===== config.mk =====
export PLATFORM = sky130hd
export DESIGN_NAME = fault_err_ctrl
export DESIGN_NICKNAME = d
export VERILOG_FILES = /design/src/rtl/fec_pkg.sv /design/src/rtl/fec_filter.sv /design/src/rtl/fec_flag.sv /design/src/rtl/fec_pulse.sv /design/src/rtl/fault_err_ctrl.sv
export SDC_FILE = /design/constraint.sdc
export NUM_CORES = 1
export LEC_CHECK = 0
export ABC_CLOCK_PERIOD_IN_PS = 1500
export CAP_MARGIN = 20
export CORE_MARGIN = 4
export CORE_UTILIZATION = 40
export DETAILED_ROUTE_END_ITERATION = 8
export PLACE_DENSITY = 0.73
export SYNTH_ARGS = -nofsm -noshare
export SYNTH_HDL_FRONTEND = slang
export SYNTH_SLANG_ARGS = --single-unit

===== constraint.sdc =====
create_clock -name clk -period 1.5 [get_ports clk]
set_clock_uncertainty 0.05 [all_clocks]
set_input_delay 0.225 -clock clk [delete_from_list [all_inputs] [get_ports clk]]
set_output_delay 0.225 -clock clk [all_outputs]
set_load 0.005 [all_outputs]

===== src/rtl/fec_pkg.sv =====
package fec_pkg;
  localparam int NF      = 5;
  localparam int FI_UV   = 0;
  localparam int FI_OV   = 1;
  localparam int FI_BST  = 2;
  localparam int FI_OT   = 3;
  localparam int FI_SPI  = 4;
  localparam int NFILT   = 2;
  localparam int NPROT   = 2;
endpackage


===== src/rtl/fec_filter.sv =====
module fec_filter #(
  parameter int FILT_CYC = 50
) (
  input  logic clk,
  input  logic rst_n,
  input  logic raw,
  output logic filt
);
  localparam int CW = $clog2(FILT_CYC + 1);
  localparam logic [CW-1:0] LIM = CW'(FILT_CYC);

  logic [CW-1:0] cnt_q, cnt_d;
  logic          cnt_en;

  always_comb begin
    cnt_en = raw || (cnt_q != '0);
    if (!raw)             cnt_d = '0;
    else if (cnt_q == LIM) cnt_d = cnt_q;
    else                  cnt_d = cnt_q + 1'b1;
  end

  always_ff @(posedge clk or negedge rst_n) begin
    if (!rst_n)      cnt_q <= '0;
    else if (cnt_en) cnt_q <= cnt_d;
  end

  assign filt = (cnt_q == LIM);
endmodule


===== src/rtl/fec_flag.sv =====
module fec_flag (
  input  logic clk,
  input  logic rst_n,
  input  logic cond,
  input  logic rd,
  output logic flag
);
  logic flag_d, flag_en;

  always_comb begin
    flag_en = cond || rd;
    flag_d  = cond || (flag && !rd);
  end

  always_ff @(posedge clk or negedge rst_n) begin
    if (!rst_n)       flag <= 1'b0;
    else if (flag_en) flag <= flag_d;
  end
endmodule


===== src/rtl/fec_pulse.sv =====
module fec_pulse #(
  parameter int PULSE_CYC = 1
) (
  input  logic clk,
  input  logic rst_n,
  input  logic trig,
  output logic active
);
  localparam int PCW = $clog2(PULSE_CYC + 1);
  localparam logic [PCW-1:0] PLEN = PCW'(PULSE_CYC);

  logic [PCW-1:0] pc_q, pc_d;
  logic           pc_en;

  always_comb begin
    pc_en = trig || (pc_q != '0);
    if (trig) pc_d = PLEN;
    else      pc_d = pc_q - 1'b1;
  end

  always_ff @(posedge clk or negedge rst_n) begin
    if (!rst_n)     pc_q <= '0;
    else if (pc_en) pc_q <= pc_d;
  end

  assign active = (pc_q != '0);
endmodule


===== src/rtl/fault_err_ctrl.sv =====
module fault_err_ctrl
  import fec_pkg::*;
#(
  parameter int FILT_CYC  = 50,
  parameter int PULSE_CYC = 1
) (
  input  logic            clk,
  input  logic            rst_n,
  input  logic            vs_uv_raw,
  input  logic            vs_ov_raw,
  input  logic            bst_uv_raw,
  input  logic            ot_warn_raw,
  input  logic            spi_bad,
  input  logic            rd_stat0,
  input  logic            rd_stat1,
  input  logic            csm,
  input  logic            cfg_selftest,
  input  logic [NPROT-1:0] cfg_prot_en,
  input  logic [NF-1:0]   cfg_err_en,
  output logic [NF-1:0]   stat_flags,
  output logic            bridge_off,
  output logic            err_n
);
  // reset synchronizer: asserts at once, releases on the clock
  logic [1:0] rsync_q;
  logic       rst_sync_n;

  always_ff @(posedge clk or negedge rst_n) begin
    if (!rst_n) rsync_q <= 2'b00;
    else        rsync_q <= {rsync_q[0], 1'b1};
  end
  assign rst_sync_n = rsync_q[1];

  // persistence filters for the two slow undervoltage monitors
  logic [NFILT-1:0] filt_raw, filt_out;
  assign filt_raw = {bst_uv_raw, vs_uv_raw};

  for (genvar g = 0; g < NFILT; g++) begin : g_filt
    fec_filter #(.FILT_CYC(FILT_CYC)) u_filt (
      .clk  (clk),
      .rst_n(rst_sync_n),
      .raw  (filt_raw[g]),
      .filt (filt_out[g])
    );
  end

  // effective conditions, self-test forcing both supply comparators
  logic [NF-1:0] cond, rd_sel, flag_q;
  always_comb begin
    cond         = '0;
    cond[FI_UV]  = filt_out[0] || cfg_selftest;
    cond[FI_OV]  = vs_ov_raw  || cfg_selftest;
    cond[FI_BST] = filt_out[1];
    cond[FI_OT]  = ot_warn_raw;
    cond[FI_SPI] = spi_bad;
    rd_sel         = {NF{rd_stat1}};
    rd_sel[FI_OT]  = rd_stat0;
  end

  for (genvar f = 0; f < NF; f++) begin : g_flag
    fec_flag u_flag (
      .clk  (clk),
      .rst_n(rst_sync_n),
      .cond (cond[f]),
      .rd   (rd_sel[f]),
      .flag (flag_q[f])
    );
  end

  // safety-mode masks
  logic [NF-1:0]    rep_en;
  logic [NPROT-1:0] prot_en;
  always_comb begin
    rep_en  = csm ? cfg_err_en  : '1;
    prot_en = csm ? cfg_prot_en : '1;
  end

  // read-while-present pulse on the error line
  logic pulse_trig, pulse_on;
  assign pulse_trig = |(rd_sel & flag_q & cond & rep_en);

  fec_pulse #(.PULSE_CYC(PULSE_CYC)) u_pulse (
    .clk   (clk),
    .rst_n (rst_sync_n),
    .trig  (pulse_trig),
    .active(pulse_on)
  );

  always_comb begin
    stat_flags         = flag_q;
    stat_flags[FI_SPI] = !flag_q[FI_SPI];
    bridge_off = (flag_q[FI_OV] && prot_en[0]) || (flag_q[FI_BST] && prot_en[1]);
    err_n      = !(|(flag_q & rep_en)) || pulse_on;
  end
endmodule


After elaboration in Yosys (flattened, before gate mapping)

Index checks and enable logic that the tools add are counted.

Register bits after elaboration: 20
Input bits: 18
Output and inout bits: 7
Logic and storage cells: 61

$add $sub $neg: 3
Equality and inequality tests: 4
Muxes and demuxes: 7
Bitwise gates (word level): 4
Reduce and logical (&&, ||, !) cells: 34

Operator list:

| cell                                                           | count |
|---|---|
| 6-bit 2-to-1 mux                                               | 4 |
| 5-bit AND                                                      | 4 |
| 1-bit logical OR                                               | 17 |
| 6-bit by 1-bit adder with 6-bit output (second input constant) | 2 |
| 6-bit equality test (second input constant)                    | 2 |
| 6-bit nonzero test                                             | 2 |
| 5-bit OR reduction                                             | 2 |
| 1-bit logical AND                                              | 7 |
| 5-bit 2-to-1 mux                                               | 1 |
| 1-bit zero test                                                | 4 |
| 2-bit inequality test (second input constant)                  | 2 |
| 2-bit AND reduction                                            | 2 |
| 2-bit 2-to-1 mux                                               | 1 |
| 1-bit 2-to-1 mux                                               | 1 |
| 1-bit subtractor (second input constant)                       | 1 |

Depth between registers and ports, before layout

Depth in word-level cells: 6
Mapped depth: 5
Depth with buffers taken out: 5

Cells and area by module

From an unflattened synthesis, not the netlist that was laid out.

Cell total of the unflattened synthesis: 118
Area, all modules: 1202.4 um2

Modules (own cells, without submodules):

| module         | times used | cells an instance | area an instance (um2) | sequential area each (um2) |
|---|---|---|---|---|
| fec_filter     | 2          | 37                | 386.6                  | 150.1 |
| fault_err_ctrl | 1          | 27                | 219.0                  | 50.0 |
| fec_flag       | 5          | 3                 | 36.3                   | 25.0 |
| fec_pulse      | 1          | 2                 | 28.8                   | 25.0 |

Worst setup path after synthesis

No wires, ideal clock.

Path kind: reg-to-reg
Start: register g_filt[1].u_filt.cnt_q[0]
End: register u_pulse.pc_q (netlist: u_pulse.active)
Library setup time: 0.124 ns
Data arrival time: 1.185 ns
Required time: 1.326 ns
Slack: 0.141 ns
Stages on the path, launching flop included: 6
Buffers on the path: 0
Clock period less this slack: 1.359 ns
Path through: dfrtp_1 > inv_1 > ha_1 > nand4_1 > o221ai_1 > a211o_1

Cells in the longest elaborated chain, start to end: 5
Elaborated cells between the ends (all ways): 6
Those cells by class: eq/ne: 1; mux: 1; bitwise: 2; reduce/logical: 2

RTL lines:

| element                                                     | line                             | text |
|---|---|---|
| start, declared                                             | fec_filter.sv:12                 | `logic [CW-1:0] cnt_q, cnt_d;` |
| start signal, assigned                                      | fec_filter.sv:24                 | `else if (cnt_en) cnt_q <= cnt_d;` |
| 6-bit equality test *                                       | fec_filter.sv:27                 | `assign filt = (cnt_q == LIM);` |
| 5-bit AND * (2 in a row)                                    | fault_err_ctrl.sv:80             | `assign pulse_trig = \|(rd_sel & flag_q & cond & rep_en);` |
| 5-bit OR reduction *                                        | fault_err_ctrl.sv:80             |  |
| 1-bit 2-to-1 mux / 1-bit logical OR (equally long branches) | fec_pulse.sv:17, fec_pulse.sv:16 |  |
| end signal, assigned                                        | fec_pulse.sv:23                  | `else if (pc_en) pc_q <= pc_d;` |
| end, declared                                               | fec_pulse.sv:12                  | `logic [PCW-1:0] pc_q, pc_d;` |

Mark *: on every way between the ends. The rest lies on a longest branch, timed or not.
A chain may end at the register's enable or synchronous reset.

Worst setup path in the final report

Start: register g_flag[3].u_flag.flag
End: output port err_n

Cells in the longest elaborated chain, start to end: 4

RTL lines:

| element                | line                 | text |
|---|---|---|
| start, declared        | fec_flag.sv:6        | `output logic flag` |
| start signal, assigned | fec_flag.sv:17       | `else if (flag_en) flag <= flag_d;` |
| 5-bit AND              | fault_err_ctrl.sv:93 | `err_n = !(\|(flag_q & rep_en)) \|\| pulse_on;` |
| 5-bit OR reduction     | fault_err_ctrl.sv:93 |  |
| 1-bit zero test        | fault_err_ctrl.sv:93 |  |
| 1-bit logical OR       | fault_err_ctrl.sv:93 |  |
| end, declared          | fault_err_ctrl.sv:22 | `output logic err_n` |

No other way between the ends.

==> out/results.ini <==
[floorplanning]
pin_count=25
fp.dieArea_um2=3610
core_area_um2=2520
rows=18
die_x_um=60.1
die_h_um=60.1
initial_core_util_pct=43.0

[clock_tree]
cts_tree=built
cts_buffers=3
cts-root-buf=clkbuf_4
clkLatencyLatePin_ps=310
clkSinkCount=20
cts.clk_slew.worst_paths_ps=110
cts-htree-levels=1
max-clock-path-buffers=2

[place]
place_ws_ps=-524
dp.final_hpwl_um=1930
globalplace.congestion=0.806
io_buffers=24

[setup_path]
worstPathArrival_ps=1370
r2r_slack_ps=80
start_kind=register
critical_path_class=reg2out
cp.required_ps=1220
r2r-end=u_pulse.active
r2r_start=g_filt[1].u_filt.cnt_q[0]
cp_max_fo=3
reg2regPathDepth=5
cp-end-kind=primary output

[grt]
grt_pass1_wl_um=4060
grt_pass1_vias=965
grt.total_usage_pct=15.4
grt_overflow=0
grt_max_degree=19
antenna_found_initial=0

[cells_and_area]
seqCellArea_um2=500
nFillCells=216
multiInputGateArea_um2=519
diodes=0
area_delta_synth_final_pct=42.1
final_nets=174
drive_gt1_share_pct=22.8

[synth]
netlist_area_um2=1080
synth_commonest_cells=dfrtp_1 (20), inv_1 (12), o21ai_0 (8)
ys_warn_count=0
ys_types=38
ys_seq_elements=20
synth_area_per_cell_um2=10.5
synth.area.top_cells=dfrtp_1 (46%), ha_1 (6.9%), inv_1 (4.2%)
synth_top_area_share_pct=46.1
async_flop_share_pct=100
synth_fp_nets=127
netlist_instances=103
synth.largest_area_cell=dfrtp_1
synth_most_common_cell=dfrtp_1
synth_edf_count=0
synth_seq_area_share_pct=46.1
synth_ff_type=dfrtp_1

[route]
ant_nets=0
first_pass_iters=4
top_layer=met4
wirelength_um=2480
wl_met3_um=210
drtIter0Drc=17
viasPerCell=5.23
met1Wirelength_um=1030
vias=937
drc=0
wl_met2_um=1150
wl_per_cell_um=13.9

[power]
combPwrFrac_pct=32.6
p_switching_uw=444
pwr-share-seq_pct=45.8
leakage_uw=0.000729
p_int_uw=1020
switching_share_pct=30.3
p_clk_share_pct=21.6
cellPowerDensity_nw_per_um2=951
ir_drop_uv=627

[timing]
setup_viol=1
hold_ws_ps=144
hold_violations=0
worst_slack_ps=-149
rsz0062_at_grt=true
max_freq_mhz=607
period_share_pct=110
drv_slew=0
min_period_ps=1650

[status]
status=complete, but fails checks
violations=negative setup slack

[min_path]
hold_path_class=reg2async

[flow_run]
maxCapViolCount=0

[worst max-delay path, stage by stage (launching register included)]
cell	delay, ps
dfrtp_1	430
a222oi_1	310
a41o_1	220
buf_2	110
[sequential cells by signal, summed over array words and instances, names as in the netlist]
register and count:
g_filt.u_filt.cnt_q 12, u_pulse.active 1, g_flag.u_flag.flag 5, rsync_q 2
[metal layers]
| layer | global-route usage, % | vias up |
|---|---|---|
| met1 | 17.0 | 436 |
| met4 | 8.54 | 0 |
| li1 | - | 455 |
| met3 | 3.67 | 9 |
| met2 | 26.9 | 37 |
| met5 | 0 | - |
[cell families after synthesis]
kind of cell               Yosys count  synth area share (%)
AOI/OAI and AO/OA                   27                  20.2
xor gates and xnor gates             5                  4.04
adders and majority gates            6                  6.92
buffers and inverters               16                  6.92
DFF                                 20                  46.1
muxes                                2                  1.96
other                                1                 0.346
and+or+nand+nor                     26                  13.5
[repair_timing]
| action | 4_1_cts | 5_1_grt |
|---|---|---|
| setup endpoints to repair | 7 | 5 |
| hold buffers | 1 | 0 |
| pin swaps | 3 | 3 |
| endpoints found under the hold margin | 2 | 0 |
| buffers inserted | 2 | 1 |
| gates resized for setup | 15 | 4 |
[metrics by stage]
step	area (µm²)	setup TNS, ps	total power [µW]	cells	utilization, %
after floorplan	1080	0	936	103	-
after global placement	1470	-739	1140	171	58.2
after detailed placement	1470	-944	1160	171	58.2
after CTS	1530	-433	1490	178	60.7
after global routing	1540	-303	1580	179	61.1
final	1540	-149	1470	179	61.1
[layout by cell type (no fill, tap or decap), drive strengths merged, types with 3 or more instances in the layout]
cell / Yosys / layout
buf: 4 / 22
clkbuf: 0 / 5
clkdlybuf4s50: 0 / 17
dfrtp: 20 / 20
dlygate4sd2: 0 / 4
ha: 6 / 6
inv: 12 / 12
nand3: 3 / 3
nand4: 3 / 3
nor2: 8 / 8
o21ai: 8 / 8
xnor2: 3 / 3
[final cells by class]
type	instances	share of cell area, %
multi-input combinational	67	33.7
sequential	20	32.5
timing repair buffer	46	26.1
inverter	12	2.92
tap	30	2.44
clock buffer	4	2.35
[how the worst max path moves through the flow]
stage                              start              to  slack (ps)  depth (start not counted)
4_1_cts            g_flag[1].u_flag.flag      bridge_off        -160                          4
3_5_place_dp                         csm           err_n        -520                          5
5_1_grt            g_flag[1].u_flag.flag           err_n        -220                          3
2_1_floorplan  g_filt[1].u_filt.cnt_q[0]  u_pulse.active         140                          5
3_3_place_gp               cfg_err_en[1]           err_n        -450                          4
6_report           g_flag[3].u_flag.flag           err_n        -150                          3
[power by group through the flow]
stage / clock network [µW] / registers, µW / logic, µW
after floorplan: 0 / 689 / 247
after global placement: 0 / 677 / 458
after detailed placement: 0 / 681 / 480
after CTS: 334 / 670 / 484
after global routing: 364 / 684 / 534
final: 317 / 671 / 478
No activity file was read; power rests on OpenSTA's default activity.
